--- src/rtl/pattern10_pair.sv ---
`timescale 1ns/1ps
module pattern10_pair #(
  parameter bit ONE_HOT = 1'b0,
  localparam int MW = ONE_HOT ? 3 : 2,
  localparam int LW = ONE_HOT ? 2 : 1
) (
  input  logic          clk,
  input  logic          arst,
  input  logic          din,
  output logic          moore_hit,
  output logic          mealy_hit,
  output logic [MW-1:0] moore_state,
  output logic [LW-1:0] mealy_state
);

  localparam logic [MW-1:0] MO_IDLE = ONE_HOT ? MW'(4) : MW'(0);
  localparam logic [MW-1:0] MO_ONE  = ONE_HOT ? MW'(2) : MW'(1);
  localparam logic [MW-1:0] MO_OZ   = ONE_HOT ? MW'(1) : MW'(2);
  localparam logic [LW-1:0] ME_IDLE = ONE_HOT ? LW'(2) : LW'(0);
  localparam logic [LW-1:0] ME_ONE  = LW'(1);

  logic [1:0]    rel_q;
  logic          run;
  logic [MW-1:0] mo_q, mo_d;
  logic [LW-1:0] me_q, me_d;

  always_ff @(posedge clk or posedge arst)
    if (arst) rel_q <= 2'b00;
    else      rel_q <= {rel_q[0], 1'b1};

  assign run = rel_q[1];

  always_comb begin
    case (mo_q)
      MO_IDLE: mo_d = din ? MO_ONE : MO_IDLE;
      MO_ONE:  mo_d = din ? MO_ONE : MO_OZ;
      MO_OZ:   mo_d = din ? MO_ONE : MO_IDLE;
      default: mo_d = MO_IDLE;
    endcase
    case (me_q)
      ME_IDLE, ME_ONE: me_d = din ? ME_ONE : ME_IDLE;
      default:         me_d = ME_IDLE;
    endcase
  end

  always_ff @(posedge clk or posedge arst)
    if (arst) begin
      mo_q <= MO_IDLE;
      me_q <= ME_IDLE;
    end else if (!run) begin
      mo_q <= MO_IDLE;
      me_q <= ME_IDLE;
    end else begin
      mo_q <= mo_d;
      me_q <= me_d;
    end

  assign moore_hit   = (mo_q == MO_OZ);
  assign mealy_hit   = (me_q == ME_ONE) && !din;
  assign moore_state = mo_q;
  assign mealy_state = me_q;

  assert_release_hold_R2: assert property (@(posedge clk) disable iff (arst)
    !run |=> (mo_q == MO_IDLE && me_q == ME_IDLE));

  assert_oz_entry_R3: assert property (@(posedge clk) disable iff (arst)
    (mo_q == MO_OZ) |-> $past(mo_q == MO_ONE && !din));

  assert_moore_lags_mealy_R4: assert property (@(posedge clk) disable iff (arst)
    moore_hit |-> $past(mealy_hit));

  assert_mealy_return_R5: assert property (@(posedge clk) disable iff (arst)
    mealy_hit |=> (me_q == ME_IDLE));

  assert_mealy_after_one_R6: assert property (@(posedge clk) disable iff (arst)
    (me_q == ME_ONE) |-> $past(din));

  generate
    if (ONE_HOT) begin : g_oh_chk
      assert_single_bit_R9: assert property (@(posedge clk) disable iff (arst)
        ($countones(mo_q) == 1 && $countones(me_q) == 1));
    end
  endgenerate

endmodule

--- config.mk ---
export PLATFORM = sky130hd
export DESIGN_NAME = pattern10_pair
export DESIGN_NICKNAME = d
export VERILOG_FILES = /design/src/rtl/pattern10_pair.sv
export SDC_FILE = /design/constraint.sdc
export NUM_CORES = 1
export LEC_CHECK = 0
export BUFFER_PORTS_ARGS = -buffer_cell sky130_fd_sc_hd__buf_4
export CORE_AREA = 10 10 47 49
export CTS_CLUSTER_SIZE = 14
export DETAILED_ROUTE_END_ITERATION = 7
export DIE_AREA = 0 0 57 59
export GPL_ROUTABILITY_DRIVEN = 1
export PLACE_DENSITY = 0.38
export SLEW_MARGIN = 15
export SYNTH_ARGS = -nofsm -noshare
export SYNTH_HDL_FRONTEND = slang
export SYNTH_SLANG_ARGS = --single-unit
export TNS_END_PERCENT = 20
--- constraint.sdc ---
create_clock -name clk -period 1.1 [get_ports clk]
set_clock_uncertainty 0.05 [all_clocks]
set_input_delay 0.11 -clock clk [delete_from_list [all_inputs] [get_ports clk]]
set_output_delay 0.11 -clock clk [all_outputs]
set_load 0.005 [all_outputs]
==> results of run 1 <==
## kinds of logic after synthesis
group | Yosys count | synth area share (%)
DFF | 5 | 66.67
and+or+nand+nor | 4 | 19.34
AOI/OAI and AO/OA | 1 | 10.00
buffers and inverters | 1 | 1.998
other | 1 | 1.998
## state kept, by name, indices dropped and copies added (netlist names)
register     flops
rel_q            2
moore_state      2
mealy_state      1
## worst max-delay path by stage
| stage | startpoint | end | slack, ps |
|---|---|---|---|
| after floorplan | rel_q[1] | moore_state[0] | 280 |
| after global placement | moore_state[1] | moore_hit | 240 |
| after detailed placement | moore_state[0] | moore_hit | 220 |
| after CTS | moore_state[1] | moore_hit | 6 |
| after global routing | moore_state[1] | moore_hit | -20 |
| final | mealy_state | mealy_hit | 30 |
## area by class of cell
class	count	area, um2	share of cell area, %
flip-flops and latches	5	125.1	37.45
repair buffers	12	100.1	29.96
multi-input cells	6	58.81	17.60
clock buffers	4	26.28	7.865
well taps	16	20.02	5.993
inverters	1	3.754	1.124
## worst reg2reg max path, cell delays in order (launching register included)
cell	delay, ps
dfrtp_1	390
buf_4	150
and4bb_2	270
## per-layer routing
| metal | vias to the layer above | global-route usage, % |
|---|---|---|
| met2 | 10 | 3.411 |
| met4 | 0 | 1.007 |
| met3 | 0 | 4.721 |
| met5 | - | 0 |
| li1 | 67 | - |
| met1 | 68 | 2.527 |
## placed cells by master, fill, tap and decap left out
master | synthesis | layout
inv_1 | 1 | 1
dlygate4sd3_1 | 0 | 1
and2b_2 | 1 | 1
dfrtp_1 | 5 | 5
and4bb_2 | 1 | 1
and2_2 | 1 | 1
buf_4 | 0 | 9
conb_1 | 1 | 1
buf_6 | 0 | 2
a21boi_4 | 1 | 1
and2b_1 | 1 | 1
clkbuf_4 | 0 | 3
clkbuf_1 | 0 | 1
## report_power, final
group	leakage, nW	switching, W	internal [W]
clock	0.0150	0.0000728	0.000137
combinational	0.0966	0.0000160	0.0000313
sequential	0.0628	0.00000341	0.000193
## timing repair
| item | in CTS | in global routing |
|---|---|---|
| resized for setup | 0 | 2 |
| setup endpoints to repair | 1 | 2 |
| endpoints found under the hold margin | 5 | 0 |
| buffers inserted | 2 | 2 |
| hold buffers | 1 | 0 |
## metrics by stage
step / instances / util (%)
after floorplan: 12 / -
after global placement: 35 / 18.57
after detailed placement: 35 / 18.57
after global routing: 44 / 23.84
final: 44 / 23.84
after CTS: 42 / 22.23
==> flow_summary.yaml, run 1 <==
outcome:
  status: "finished, final reports clean"
route:
  wl_per_cell_um: 8.841
  postRouteAntennaNets: 0
  drc_errors: 0
  num_vias: 145
  wl_um: 389
  met2_length_um: 128
  wl_met1_um: 177
  top_layer: "met3"
  first_pass_iters: 3
  via_per_inst: 3.295
  wl_met3_um: 82
  detail_route.iter0.violations: 1
floorplanning:
  row_count: 14
  start_util_pct: 13.39
  core_mm2: 0.001401
  die_area_mm2: 0.003363
  die_w_um: 57
  die_h_um: 59
  num_io_pins: 8
worst_hold_path:
  whs_path_depth: 2
  hp-start: "din"
  hold_path.class: "primary input to flip-flop"
  worst_hold_path.endpoint: "mealy_state"
logic_synthesis:
  synthArstFlopShare_pct: 100.0
  synth_cells: 12
  yosys.area.top_type: "dfrtp_1"
  synth_seq_cells: 5
  ys_seq_area_share_pct: 66.67
  synth_top_cell_area_share_pct: 66.67
  synthTopCellsByArea: "dfrtp_1 67%, a21boi_4 10%, and4bb_2 6.7%"
  avgSynthCellArea_um2: 15.64
  ys.flop_type: "dfrtp_1"
  synth_edf_count: 0
  synth_fp_nets: 15
  yosysUniqueCellTypes: 8
  synth_most_common_cell: "dfrtp_1"
  ys_warn_count: 0
  syn_area_um2: 187.7
sta:
  setup_slack_ps: 32.24
  finalSetupViolCount: 0
  hold_viol: 0
  max_freq_mhz: 936.5
  holdWs_ps: 80.89
  finalCritPeriodShare_pct: 97.07
  fin_crit_ps: 1068
  drv_slew: 0
  rsz0062_at_grt: "yes"
  fin_tns_setup_ps: 0
run:
  cap_violations: 0
global_route:
  grt_usage_pct: 2.953
  antenna_found_initial: 0
  grt_overflow_total: 0
  grt_pass1_vias: 166
  grt_pass1_wl_um: 703
  grt_max_degree: 6
clock_network:
  cts.htree.levels: 1
  cts_made_buffers: 3
  clk_pin_slew_ps: 40
  cts_tree: "yes"
  max-clock-path-buffers: 2
  cts_root_buf: "clkbuf_4"
  clock_latency_ps: 240
  cts.sinks: 5
place:
  io_buffers: 7
  dp_hpwl_um: 285.1
  pre_cts_ws_ps: 216.8
  place.gp.congestion: 0.6298
  placed_cell_area_um2: 260.3
cells_and_area:
  syn_to_final_growth_pct: 78.00
  fillers: 159
  n_antenna_cell: 0
  stdcell_area_um2: 334.1
  nNetsFinal: 32
  drive_above_1_share_pct: 64.29
critical_path:
  r2r_start: "moore_state[1]"
  reg2reg_to: "moore_state[1]"
  path_depth: 2
  crit_chain: "and2b_2, buf_6"
  worstSetupPathType: "flip-flop to output port"
  critPathBufInv: 1
  cp_max_fo: 2
  cp_slowest_stage_delay_ps: 360
  critPathRequiredTime_ps: 940
  slowest_stage: "dfrtp_1"
  rr_worst_depth: 2
  worst_setup_path_start_kind: "flip-flop"
  regToRegSetupSlack_ps: 180
  path_delay_family: "flip-flops"
  arrival_ps: 910
  end_kind: "output port"
power:
  p_leak_nw: 0.1744
  cellPowerDensity_mw_per_mm2: 1358
  peakVddDrop_uv: 583.6
  power_w: 0.0004536
No activity file was read; power rests on OpenSTA's default activity.
==> run 2: changes to the inputs <==
- CORE_AREA: 10 10 47 49 -> 2 2 39 41
- DIE_AREA: 0 0 57 59 -> 0 0 41 43
==> run 2 against run 1 <==
Compared with the run above: setup slack got worse by 3.6 ps; via count increased by 4.8%; die area decreased by 48%; maximum frequency decreased by 0.34%; final cell count increased by 2.3%; sequential power about the same; combinational power increased by 3%; final area increased by 1.1%; first-iteration DRC count decreased by 100%; critical path depth unchanged; wire length decreased by 14%; critical path type unchanged.
==> flow_summary.yaml, run 2 (synthesis gave the netlist of run 1 again) <==
sta:
  holdWs_ps: 79.66
  drv_slew: 0
  fin_crit_ps: 1071
  rsz0062_at_grt: "yes"
  max_freq_mhz: 933.4
  finalSetupViolCount: 0
  fin_tns_setup_ps: 0
  finalCritPeriodShare_pct: 97.40
  hold_viol: 0
power:
  cellPowerDensity_mw_per_mm2: 1342
  peakVddDrop_uv: 583.4
  p_leak_nw: 0.1788
floorplanning:
  start_util_pct: 13.56
  die_area_mm2: 0.001763
  core_mm2: 0.001384
  row_count: 14
  die_w_um: 41
  num_io_pins: 8
  die_h_um: 43
global_route:
  antenna_found_initial: 0
  grt_pass1_wl_um: 524
  grt_overflow_total: 0
  grt_max_degree: 6
  grt_pass1_vias: 159
  grt_usage_pct: 5.040
critical_path:
  critPathBufInv: 1
  critPathRequiredTime_ps: 940
  path_delay_family: "flip-flops"
  cp_slowest_stage_delay_ps: 380
  end_kind: "output port"
  cp_max_fo: 3
  worstSetupPathType: "flip-flop to output port"
  crit_chain: "and2b_1, buf_4"
  arrival_ps: 910
  regToRegSetupSlack_ps: 70
  worst_setup_path_start_kind: "flip-flop"
  slowest_stage: "dfrtp_1"
cells_and_area:
  syn_to_final_growth_pct: 80.00
  mostFrequentLayoutCell: "buf_4"
  fillers: 152
  layout_common_cells: "11 x buf_4, 5 x dfrtp_1, 3 x clkbuf_4"
  n_antenna_cell: 0
  nNetsFinal: 33
  drive_above_1_share_pct: 65.52
  stdcell_area_um2: 337.8
route:
  first_pass_iters: 1
  via_per_inst: 3.378
  wl_per_cell_um: 7.422
  num_vias: 152
  postRouteAntennaNets: 0
  drc_errors: 0
  wl_um: 334
  detail_route.iter0.violations: 0
place:
  placed_cell_area_um2: 260.3
  io_buffers: 7
  place.gp.congestion: 0.6419
  dp_hpwl_um: 225.7
clock_network:
  clock_latency_ps: 240
  cts_root_buf: "clkbuf_4"
  max-clock-path-buffers: 2
  cts_tree: "yes"
  cts.htree.levels: 1
  cts_made_buffers: 3
  cts.sinks: 5
  clk_pin_slew_ps: 40
outcome:
  status: "finished, final reports clean"
worst_hold_path:
  hold_path.class: "primary input to flip-flop"
run:
  cap_violations: 0
[run 2: power breakdown]
| part | switching (W) | internal (W) | leakage [nW] | total, W |
|---|---|---|---|---|
| sequential | 0.00000396 | 0.000193 | 0.0628 | 0.000197 |
| combinational | 0.0000154 | 0.0000330 | 0.101 | 0.0000485 |
| clock | 0.0000708 | 0.000137 | 0.0150 | 0.000208 |
| total | 0.0000902 | 0.000363 | 0.179 | 0.000453 |
[run 2: worst paths after layout]
check,startpoint,cells past startpoint,end
worst max-delay path,moore_state[0],2,moore_hit
worst min-delay path,din,2,mealy_state
worst min register to register,rel_q[0],0,rel_q[1]
max in group asynchronous,arst,3,rel_q[1]
worst max register to register,moore_state[0],3,moore_state[1]
min in group asynchronous,arst,3,mealy_state
[run 2: area by class of cell]
cell class,instances,area [um2],share of cell area [%]
clock buffer,4,26.28,7.778
tap,16,20.02,5.926
inverter,1,3.754,1.111
timing repair buffer,13,103.9,30.74
sequential,5,125.1,37.04
multi-input combinational,6,58.81,17.41
[run 2: stage by stage]
stage	utilization, %	total power (W)	worst slack (ps)	std cells
3_3_place_gp	18.81	0.0002335	229.1	35
2_1_floorplan	-	0.0002148	275.7	12
4_1_cts	23.60	0.0004622	6.804	44
5_1_grt	24.41	0.0004911	-31.29	45
6_report	24.41	0.0004533	28.61	45
3_5_place_dp	18.81	0.0002340	215.3	35
[run 2: routing by layer]
metal	wire (um)	GRT usage (%)	vias to the layer above
met5	0	0	-
met2	172	8.438	10
met1	107	2.606	72
li1	-	-	70
met3	55	6.283	0
met4	0	2.000	0
[run 2: repair_timing]
item | in CTS | in global routing
pin swaps | 0 | 0
setup buffers | 4 | 1
hold buffers | 1 | 0
setup endpoints to repair | 1 | 2
endpoints found under the hold margin | 5 | 0
gates resized for setup | 0 | 1
==> run 3: changes to the inputs <==
- CELL_PAD_IN_SITES_DETAIL_PLACEMENT: not set -> 0
- CELL_PAD_IN_SITES_GLOBAL_PLACEMENT: not set -> 2
- PLACE_DENSITY: 0.38 -> 0.48
==> run 3 against run 2 <==
Compared with the run above: register-to-register slack improved by 110 ps; die area unchanged; sequential share of layout area increased by 1.3 points; count of clock-buffer cells in the layout unchanged; global-route usage increased by 0.12 points; non-clock buffer count decreased by 2; hold slack improved by 2.1 ps; setup slack got worse by 2.8 ps; first-iteration DRC count unchanged; largest power group unchanged.
==> flow_summary.yaml, run 3 (synthesis gave the netlist of run 1 again) <==
route:
  drc_errors: 0
  detail_route.iter0.violations: 0
  first_pass_iters: 1
  postRouteAntennaNets: 0
  wl_met3_um: 61
  num_vias: 138
  wl_per_cell_um: 7.791
  met2_length_um: 134
  wl_um: 335
  top_layer: "met3"
  wl_met1_um: 139
  via_per_inst: 3.209
global_route:
  grt_pass1_vias: 148
  antenna_found_initial: 0
  grt_usage_pct: 5.162
  grt_max_degree: 6
  grt_pass1_wl_um: 524
  grt_overflow_total: 0
critical_path:
  end_kind: "output port"
  worstSetupPathType: "flip-flop to output port"
  regToRegSetupSlack_ps: 180
  critPathRequiredTime_ps: 940
  arrival_ps: 910
  r2r_start: "moore_state[1]"
  worst_setup_path_start_kind: "flip-flop"
  reg2reg_to: "moore_state[1]"
  cp_max_fo: 2
  rr_worst_depth: 2
sta:
  hold_viol: 0
  drv_slew: 0
  max_freq_mhz: 930.9
  fin_tns_setup_ps: 0
  fin_crit_ps: 1074
  finalCritPeriodShare_pct: 97.65
  rsz0062_at_grt: "yes"
  finalSetupViolCount: 0
cells_and_area:
  nNetsFinal: 31
  final_util_pct: 23.60
  mostFrequentLayoutCell: "buf_4"
  layout_common_cells: "8 x buf_4, 5 x dfrtp_1, 3 x clkbuf_4"
  syn_to_final_growth_pct: 74.00
  drive_above_1_share_pct: 62.96
  n_antenna_cell: 0
power:
  clockPowerShare_pct: 46.8
  p_int_w: 0.0003594
  p_leak_nw: 0.1693
  comb_power_share_pct: 9.8
  peakVddDrop_uv: 503.0
  swShare_pct: 20.62
  seqPwrFrac_pct: 43.4
  p_sw_w: 0.00009337
  cellPowerDensity_mw_per_mm2: 1386
place:
  place.gp.congestion: 0.4997
  io_buffers: 7
  dp_hpwl_um: 233.4
floorplanning:
  die_w_um: 41
  start_util_pct: 13.56
  row_count: 14
  core_mm2: 0.001384
  die_area_mm2: 0.001763
  die_h_um: 43
  num_io_pins: 8
clock_network:
  cts_root_buf: "clkbuf_4"
  cts.htree.levels: 1
  cts.sinks: 5
  cts_made_buffers: 3
  max-clock-path-buffers: 2
  clk_pin_slew_ps: 40
  cts_tree: "yes"
  clock_latency_ps: 240
worst_hold_path:
  whs_path_depth: 2
  worst_hold_path.endpoint: "mealy_state"
  hp-start: "din"
  hold_path.class: "primary input to flip-flop"
run:
  cap_violations: 0
outcome:
  status: "finished, final reports clean"
[run 3: changes by cell type in the layout (fill, tap and decap cells not counted), sizes merged]
cell / delta
buf: -2
[run 3: worst max-delay path, cell delays in order (launching register included)]
cell and delay [ps]:
dfrtp_1 370, and2b_2 200, buf_6 110
[run 3: routing by layer]
layer / global-route usage [%] / vias up
li1: - / 67
met3: 6.283 / 0
met1: 4.620 / 61
met5: 0 / -
met2: 5.938 / 10
met4: 4.000 / 0
[run 3: power by group through the flow]
| stage | Combinational (W) | Clock (W) | Sequential, W |
|---|---|---|---|
| after floorplan | 0.0000134 | 0 | 0.000201 |
| after CTS | 0.0000433 | 0.000224 | 0.000197 |
| final | 0.0000443 | 0.000212 | 0.000197 |
| after global routing | 0.0000487 | 0.000238 | 0.000198 |
| after detailed placement | 0.0000321 | 0 | 0.000202 |
| after global placement | 0.0000327 | 0 | 0.000201 |
[run 3: area by class of cell]
| class | instances | area (um2) |
|---|---|---|
| Multi-Input combinational cell | 6 | 58.81 |
| Inverter | 1 | 3.754 |
| Sequential cell | 5 | 125.1 |
| Tap cell | 16 | 20.02 |
| Timing Repair Buffer | 11 | 92.59 |
| Clock buffer | 4 | 26.28 |
| Fill cell | 152 | 1057 |
[run 3: timing repair]
action | CTS | global route
setup buffers | 3 | 0
endpoints found under the setup margin | 1 | 2
endpoints found under the hold margin | 5 | 0
hold buffers | 1 | 0
resized for setup | 0 | 2
[run 3: metrics by stage]
step / hold slack, ps / instance area [um2] / power [W] / std cells / worst slack, ps
floorplan: -161.5 / 187.7 / 0.0002148 / 12 / 275.7
global placement: -22.30 / 260.3 / 0.0002341 / 35 / 236.3
detailed placement: -25.41 / 260.3 / 0.0002341 / 35 / 224.8
CTS: 74.85 / 319.1 / 0.0004641 / 43 / 1.954
global route: 82.68 / 326.6 / 0.0004843 / 43 / -17.77
finish: 81.75 / 326.6 / 0.0004528 / 43 / 25.82
[run 3: how the worst max path moves through the flow]
stage | slack [ps] | from | depth (start not counted) | to
3_3_place_gp | 240 | moore_state[0] | 2 | moore_hit
6_report | 30 | mealy_state | 2 | mealy_hit
2_1_floorplan | 280 | rel_q[1] | 2 | moore_state[0]
4_1_cts | 2 | mealy_state | 2 | mealy_hit
3_5_place_dp | 220 | moore_state[0] | 2 | moore_hit
5_1_grt | -20 | mealy_state | 2 | mealy_hit
